===== src/rtl/twc_pkg.sv =====
// Shared definitions for the temperature alarm window comparator.
// Assumes a 16-bit configuration word whose hysteresis field sits at 10:9.
package twc_pkg;
    typedef enum logic [1:0] {
        SEL_CFG   = 2'd0,
        SEL_UPPER = 2'd1,
        SEL_LOWER = 2'd2,
        SEL_NONE  = 2'd3
    } wsel_e;

    localparam int CFG_W_DEF   = 16;
    localparam int HYST_LO_DEF = 9;
    localparam int RSVD_LO_DEF = 11;
    // hysteresis step in LSBs per doubling: 01 -> 24, 10 -> 48, 11 -> 96
    localparam int HYST_UNIT_DEF = 12;
endpackage


===== src/rtl/twc_cfg_regs.sv =====
// Register file of the comparator: configuration word and two boundaries.
// Reserved configuration bits are forced to zero on write. The hysteresis
// field is frozen while either lock input is high. Assumes single-cycle writes.
module twc_cfg_regs
    import twc_pkg::*;
#(
    parameter int TEMP_W  = 13,
    parameter int CFG_W   = CFG_W_DEF,
    parameter int HYST_LO = HYST_LO_DEF,
    parameter int RSVD_LO = RSVD_LO_DEF
) (
    input  logic              clk,
    input  logic              rst_n,
    input  logic              wr_en,
    input  logic [1:0]        wr_sel,
    input  logic [CFG_W-1:0]  wr_data,
    input  logic              crit_lock,
    input  logic              win_lock,
    output logic [CFG_W-1:0]  cfg_q,
    output logic [TEMP_W-1:0] upper_q,
    output logic [TEMP_W-1:0] lower_q
);
    localparam int HYST_HI = HYST_LO + 1;

    logic             locked;
    logic [CFG_W-1:0] cfg_next;

    assign locked = crit_lock | win_lock;

    // Purpose: form the value a config write stores (reserved cleared, lock honoured).
    always_comb begin
        cfg_next = wr_data;
        cfg_next[CFG_W-1:RSVD_LO] = '0;
        if (locked) begin
            cfg_next[HYST_HI:HYST_LO] = cfg_q[HYST_HI:HYST_LO];
        end
    end

    // Purpose: store configuration and boundaries on a selected write.
    always_ff @(posedge clk) begin
        if (!rst_n) begin
            cfg_q   <= '0;
            upper_q <= '0;
            lower_q <= '0;
        end else if (wr_en) begin
            case (wsel_e'(wr_sel))
                SEL_CFG:   cfg_q   <= cfg_next;
                SEL_UPPER: upper_q <= wr_data[TEMP_W-1:0];
                SEL_LOWER: lower_q <= wr_data[TEMP_W-1:0];
                default:   ;
            endcase
        end
    end

    assert_rsvd_zero_R1: assert property (@(posedge clk) disable iff (!rst_n)
        cfg_q[CFG_W-1:RSVD_LO] == '0);

    assert_lock_hold_R8: assert property (@(posedge clk) disable iff (!rst_n)
        (wr_en && wr_sel == SEL_CFG && (crit_lock || win_lock))
        |=> $stable(cfg_q[HYST_HI:HYST_LO]));

    assert_nosel_R11: assert property (@(posedge clk) disable iff (!rst_n)
        (wr_en && wr_sel == SEL_NONE) |=> ($stable(cfg_q) && $stable(upper_q) && $stable(lower_q)));
endmodule


===== src/rtl/twc_flag_unit.sv =====
// One hysteresis-qualified window flag. IS_ABOVE picks the variant:
// 1 = above flag (set on t > bound, clear on t <= bound - h),
// 0 = below flag (clear on t >= bound, set on t <= bound - h, clear wins).
// Assumes signed two's complement temperature and boundary values.
// Compares are done at TEMP_W+2 bits so that bound - h cannot wrap.
module twc_flag_unit #(
    parameter int TEMP_W    = 13,
    parameter int HYST_UNIT = 12,
    parameter bit IS_ABOVE  = 1'b1
) (
    input  logic              clk,
    input  logic              rst_n,
    input  logic              temp_valid,
    input  logic [TEMP_W-1:0] temp,
    input  logic [TEMP_W-1:0] bound,
    input  logic [1:0]        hyst_code,
    output logic              flag_q
);
    localparam int EXT_W = TEMP_W + 2;

    logic signed [EXT_W-1:0] t_x;
    logic signed [EXT_W-1:0] b_x;
    logic signed [EXT_W-1:0] h_x;
    logic signed [EXT_W-1:0] thr_x;
    logic                    flag_next;

    assign t_x   = {{2{temp[TEMP_W-1]}}, temp};
    assign b_x   = {{2{bound[TEMP_W-1]}}, bound};
    assign thr_x = b_x - h_x;

    // Purpose: decode the hysteresis selector into an offset in LSBs.
    always_comb begin
        case (hyst_code)
            2'd1:    h_x = EXT_W'(HYST_UNIT * 2);
            2'd2:    h_x = EXT_W'(HYST_UNIT * 4);
            2'd3:    h_x = EXT_W'(HYST_UNIT * 8);
            default: h_x = '0;
        endcase
    end

    generate
        if (IS_ABOVE) begin : g_above
            // Purpose: set on raw compare, release below threshold, else hold.
            always_comb begin
                if (t_x > b_x)          flag_next = 1'b1;
                else if (t_x <= thr_x)  flag_next = 1'b0;
                else                    flag_next = flag_q;
            end

            assert_above_set_R3: assert property (@(posedge clk) disable iff (!rst_n)
                (temp_valid && $signed(temp) > $signed(bound)) |=> flag_q);
        end else begin : g_below
            // Purpose: clear on raw compare, set past threshold, else hold.
            always_comb begin
                if (t_x >= b_x)         flag_next = 1'b0;
                else if (t_x <= thr_x)  flag_next = 1'b1;
                else                    flag_next = flag_q;
            end

            assert_below_clear_R5: assert property (@(posedge clk) disable iff (!rst_n)
                (temp_valid && $signed(temp) >= $signed(bound)) |=> !flag_q);
        end
    endgenerate

    // Purpose: register the flag on each strobed sample.
    always_ff @(posedge clk) begin
        if (!rst_n)          flag_q <= 1'b0;
        else if (temp_valid) flag_q <= flag_next;
    end

    assert_hold_idle_R9: assert property (@(posedge clk) disable iff (!rst_n)
        !temp_valid |=> $stable(flag_q));
endmodule


===== src/rtl/temp_window_cmp.sv =====
// Top of the temperature alarm window comparator. Holds the register file,
// one above-window and one below-window flag unit, and the event output.
// Assumes one temperature sample per temp_valid strobe.
module temp_window_cmp
    import twc_pkg::*;
#(
    parameter int TEMP_W    = 13,
    parameter int CFG_W     = CFG_W_DEF,
    parameter int HYST_LO   = HYST_LO_DEF,
    parameter int RSVD_LO   = RSVD_LO_DEF,
    parameter int HYST_UNIT = HYST_UNIT_DEF
) (
    input  logic              clk,
    input  logic              rst_n,
    input  logic              wr_en,
    input  logic [1:0]        wr_sel,
    input  logic [CFG_W-1:0]  wr_data,
    input  logic              crit_lock,
    input  logic              win_lock,
    input  logic              temp_valid,
    input  logic [TEMP_W-1:0] temp_in,
    output logic [CFG_W-1:0]  cfg_word,
    output logic              above_flag,
    output logic              below_flag,
    output logic              evt_out
);
    localparam int HYST_HI = HYST_LO + 1;

    logic [TEMP_W-1:0] upper_q;
    logic [TEMP_W-1:0] lower_q;
    logic [1:0]        hyst_code;

    twc_cfg_regs #(
        .TEMP_W (TEMP_W),
        .CFG_W  (CFG_W),
        .HYST_LO(HYST_LO),
        .RSVD_LO(RSVD_LO)
    ) regs_i (
        .clk      (clk),
        .rst_n    (rst_n),
        .wr_en    (wr_en),
        .wr_sel   (wr_sel),
        .wr_data  (wr_data),
        .crit_lock(crit_lock),
        .win_lock (win_lock),
        .cfg_q    (cfg_word),
        .upper_q  (upper_q),
        .lower_q  (lower_q)
    );

    assign hyst_code = cfg_word[HYST_HI:HYST_LO];

    twc_flag_unit #(
        .TEMP_W   (TEMP_W),
        .HYST_UNIT(HYST_UNIT),
        .IS_ABOVE (1'b1)
    ) above_i (
        .clk       (clk),
        .rst_n     (rst_n),
        .temp_valid(temp_valid),
        .temp      (temp_in),
        .bound     (upper_q),
        .hyst_code (hyst_code),
        .flag_q    (above_flag)
    );

    twc_flag_unit #(
        .TEMP_W   (TEMP_W),
        .HYST_UNIT(HYST_UNIT),
        .IS_ABOVE (1'b0)
    ) below_i (
        .clk       (clk),
        .rst_n     (rst_n),
        .temp_valid(temp_valid),
        .temp      (temp_in),
        .bound     (lower_q),
        .hyst_code (hyst_code),
        .flag_q    (below_flag)
    );

    // Event follows the qualified window state of both flags.
    assign evt_out = above_flag | below_flag;

    assert_evt_R7: assert property (@(posedge clk) disable iff (!rst_n)
        evt_out == (above_flag || below_flag));
endmodule


===== config.mk =====
export PLATFORM = sky130hd
export DESIGN_NAME = temp_window_cmp
export DESIGN_NICKNAME = d
export VERILOG_FILES = /design/src/rtl/twc_pkg.sv /design/src/rtl/twc_cfg_regs.sv /design/src/rtl/twc_flag_unit.sv /design/src/rtl/temp_window_cmp.sv
export SDC_FILE = /design/constraint.sdc
export NUM_CORES = 1
export LEC_CHECK = 0
export ABC_AREA = 1
export BUFFER_PORTS_ARGS = -buffer_cell sky130_fd_sc_hd__buf_4
export CORE_UTILIZATION = 40
export DETAILED_ROUTE_END_ITERATION = 10
export PLACE_DENSITY = 0.65
export SLEW_MARGIN = 0
export SYNTH_ARGS = -nofsm -noshare
export SYNTH_HDL_FRONTEND = slang
export SYNTH_SLANG_ARGS = --single-unit
export TNS_END_PERCENT = 1

===== constraint.sdc =====
create_clock -name clk -period 3.2 [get_ports clk]
set_input_delay 0.64 -clock clk [delete_from_list [all_inputs] [get_ports clk]]
set_output_delay 0.64 -clock clk [all_outputs]
set_load 0.1 [all_outputs]

==> key figures <==
Power
  – LEAKAGE: 1.863 nW
  – Clock share of power: 27.1%
  – Sw Share: 38.69%
  – Sequential share of power: between 30% and 40%
  – Power share of the combinational group: about two fifths
  – Pwr/cell area: 406.1 nW/um^2
  – Overall power: 1.573 mW
  – Switch Pwr: 608.4 uW
  – Max IR drop VDD: approximately 0.00028 V
  – Internal power: 964.1 uW

Yosys
  – Mapped Area: between 3000 and 4000 um^2
  – Sequential fraction of the synthesis area: 24.58%
  – Yosys Warn Count: 0
  – Post-synthesis average cell area: about 7.1 um^2
  – Largest family of logic cells by synthesized area: adder cells
  – Post-synthesis xor/xnor area fraction: approximately 3.9%
  – Simple-gate area share of the yosys netlist: about a fifth
  – Top cell type's share of synthesized area: 24.58%
  – Mux cell area share after synthesis: 0%
  – Synth Area in Compound Gates: 15.95%
  – Synth cell types: 34
  – Area leader, netlist: dfxtp_1
  – Synthesis-stage register bit count: 39
  – Synth area leaders: dfxtp_1 25%, ha_1 23%, nand2_1 9.2%
  – Adder-cell share of the synthesized area: 24.10%
  – Post-synthesis cell count: about 450

Finish
  – # diodes: 0
  – Commonest non-fill, non-tap cell in the layout: nand2_1
  – Highest-count cells in the layout ignoring fill and taps: 75 x nand2_1, 64 x inv_1, 55 x ha_1, 55 x buf_4, 42 x a21oi_1
  – Synthesis-to-layout area growth: 21.90%
  – Fill cell count: 784
  – NumNets Final: 596
  – Finished Core Util: about half
  – Multi-input logic area: 2178 um^2
  – Non-Filler Instances: ~600
  – Reg area: 788.3 um^2
  – Layout cells sized above 1: 18.80%

Min path
  – Hold_sp: regs_i.upper_q[2]$_SDFFE_PN0P_
  – WHS Path Cells: 2
  – Hold Path Sink: regs_i.upper_q[2]$_SDFFE_PN0P_
  – Type of the tightest min-delay check: flip-flop to flip-flop

Setup path
  – CP max stage cell: dfxtp_4
  – Worst-path maximum fanout: 3
  – Critical path launch point type: flip-flop
  – Largest stage delay, worst path: 0.36 ns
  – Top Family by Delay on Critical Path: adder cells
  – Reg2Reg Setup Slack: 0.1 ns
  – Register-to-Register Path Depth: 21
  – Crit. End Element: flip-flop
  – Crit path cell chain: inv_4 > ha_4 > ha_4 > inv_2 > fa_2 > a21oi_2 > o21bai_2 > nor3_2 > nand2_1 > xor2_2 > ha_1 > nand2_1 > inv_1 > o21bai_1 > nand2_1 > a21oi_2 > nand2_1 > nand2_2 > nand3_2 > a21oi_2 > nor2_1
  – Origin of the critical flop-to-flop path: regs_i.cfg_q[10]$_SDFFE_PN0P_
  – Required time worst endpoint: 3.40 ns
  – Most Frequent Cell on Critical Path: nand2_1
  – Sum of buffers and inverters on the critical path: 3
  – RR Endpoint: below_i.flag_q$_SDFFE_PN0P_
  – CP startpoint: regs_i.cfg_q[10]$_SDFFE_PN0P_
  – Crit Path Category: flip-flop to flip-flop
  – Worst EP arrival: around 3.3 ns

Global route
  – GRT overflow: 0
  – First-pass GRT wire length: 13140 um
  – GRT Util Overall: between 10% and 20%
  – Initial antenna violation count: 0
  – Vias in the first global route: 2926
  – Largest net degree at the start of global routing: 39

Timing
  – Final Hold Fails: 0
  – Max Clock Freq: 322.6 MHz
  – Layout Skew: ~0.0065 ns
  – Worst setup margin: 0.09977 ns
  – Worst slew margin: 49.07%
  – RSZ-0062 raised after global routing: true
  – Final setup vio count: 0
  – Final worst-path cycle share: 96.88%
  – Slew @ Worst Pin: 0.7631 ns
  – Final min period: just over 3 ns
  – Slew Limit Fails: 0

Die
  – Core footprint: 7687 um^2
  – Chip width: approximately 90 um
  – Std-Cell Rows: 32
  – Die ar.: between 8000 and 9000 um^2
  – Top Ports: 56
  – Chip height: approximately 91 um
  – Initial Util: 41.32%

Clock tree
  – TritonCTS sink count: 39
  – Worst-Skew Late Latency: 0.30 ns
  – CTS tree: built
  – Max clock buf depth: 2
  – CTS buffer count: 5
  – Worst-path clk slew: 0.09 ns
  – CTS Root Cell: clkbuf_8
  – CTS hold repair buffers: 0
  – CTS H-tree lvls: 2

Route
  – DRC: 0
  – Vias: 2981
  – Vias per inst: slightly below 5
  – ANT nets after route: 0
  – Router iterations before antenna repair: 4
  – Wire length per cell: 12.78 um
  – Total wire length: 7694 um
  – Initial DRC count: 89

Placement
  – DP Worst Slack: ~0.029 ns
  – Post-DP HPWL: 6231 um
  – GPL Wtd Cong: 0.8649
  – PortBufs: 47
  – Placed cells: about 600

Outcome
  – Outcome: finished clean

Job
  – MaxCap Viol Count: 0
synth_stat cells:
master     n
nand2_1   78
inv_1     66
ha_1      58
a21oi_1   46
nor2_1    40
dfxtp_1   39
o21ai_0   37
nand3_1   22
xor2_1    12
buf_4      5
clkbuf_1   5
nand4_1    5
o21ai_1    4
buf_1      3
nor3_2     3
o21bai_1   3
a31oi_1    2
fa_1       2
xnor2_1    2
a211oi_1   1
a211oi_2   1
a21o_1     1
a21oi_2    1
and3_1     1
buf_2      1
conb_1     1
inv_2      1
nand2_2    1
nand3_2    1
nand3b_1   1
nor2_2     1
nor2_4     1
nor3_1     1
or2_2      1
layer usage:
metal	vias up	global-route usage (%)	part of all wire, %
met2	60	33.90	46
met4	0	5.556	1.4
met3	8	2.680	3.6
li1	1560	-	-
met1	1353	25.37	49
met5	-	0	0
worst max-delay path by stage:
stage / to / depth (start not counted) / slack [ns]
floorplan: above_i.flag_q$_SDFFE_PN0P_ / 20 / 0.03
global placement: above_i.flag_q$_SDFFE_PN0P_ / 22 / 0.09
detailed placement: below_i.flag_q$_SDFFE_PN0P_ / 18 / 0.03
CTS: above_i.flag_q$_SDFFE_PN0P_ / 22 / 0.03
global route: above_i.flag_q$_SDFFE_PN0P_ / 22 / -0.11
finish: below_i.flag_q$_SDFFE_PN0P_ / 21 / 0.1
sequential cells by signal, indices dropped and copies added, names as in the netlist:
name	count
below_i.flag_q	1
above_i.flag_q	1
regs_i.lower_q	13
regs_i.upper_q	13
regs_i.cfg_q	11
metrics by stage:
stage	TNS [ns]	hold WS, ns	area [um^2]
6_report	0	0.4678	3872
5_1_grt	-0.1891	0.4924	3872
4_1_cts	0	0.4723	3780
3_5_place_dp	0	0.4604	3650
3_3_place_gp	0	0.4488	3650
2_1_floorplan	0	0.4331	3212
tightest hold or removal path, cell delays in order (launching register included):
cell     delay (ns)
dfxtp_1        0.31
inv_1          0.06
a21oi_1        0.06
layout make-up:
type,count,area share [%]
clock buffer,5,1.777
clock inverter,3,1.099
inverter,67,6.559
multi-input combinational,331,56.25
sequential,39,20.36
tap,102,3.296
timing repair buffer,55,10.66
power groups by stage:
stage | sequential [mW] | clock [mW] | combinational (mW)
2_1_floorplan | 0.605 | 0 | 0.369
3_3_place_gp | 0.538 | 0 | 0.571
3_5_place_dp | 0.539 | 0 | 0.585
4_1_cts | 0.528 | 0.433 | 0.592
5_1_grt | 0.533 | 0.454 | 0.693
6_report | 0.529 | 0.426 | 0.617
repair_timing:
action / CTS / global route
setup buffers: 1 / 3
setup endpoints to repair: 1 / 2
pin swaps: 1 / 13
cloned: 0 / 0
resized for setup: 3 / 17
kinds of logic after synthesis:
family	count (synthesis)
AOI/OAI and AO/OA	96
xor gates and xnor gates	14
other	1
adders and majority gates	60
and+or+nand+nor	156
DFF	39
buffers and inverters	81
(Power assumes the default switching activity.)
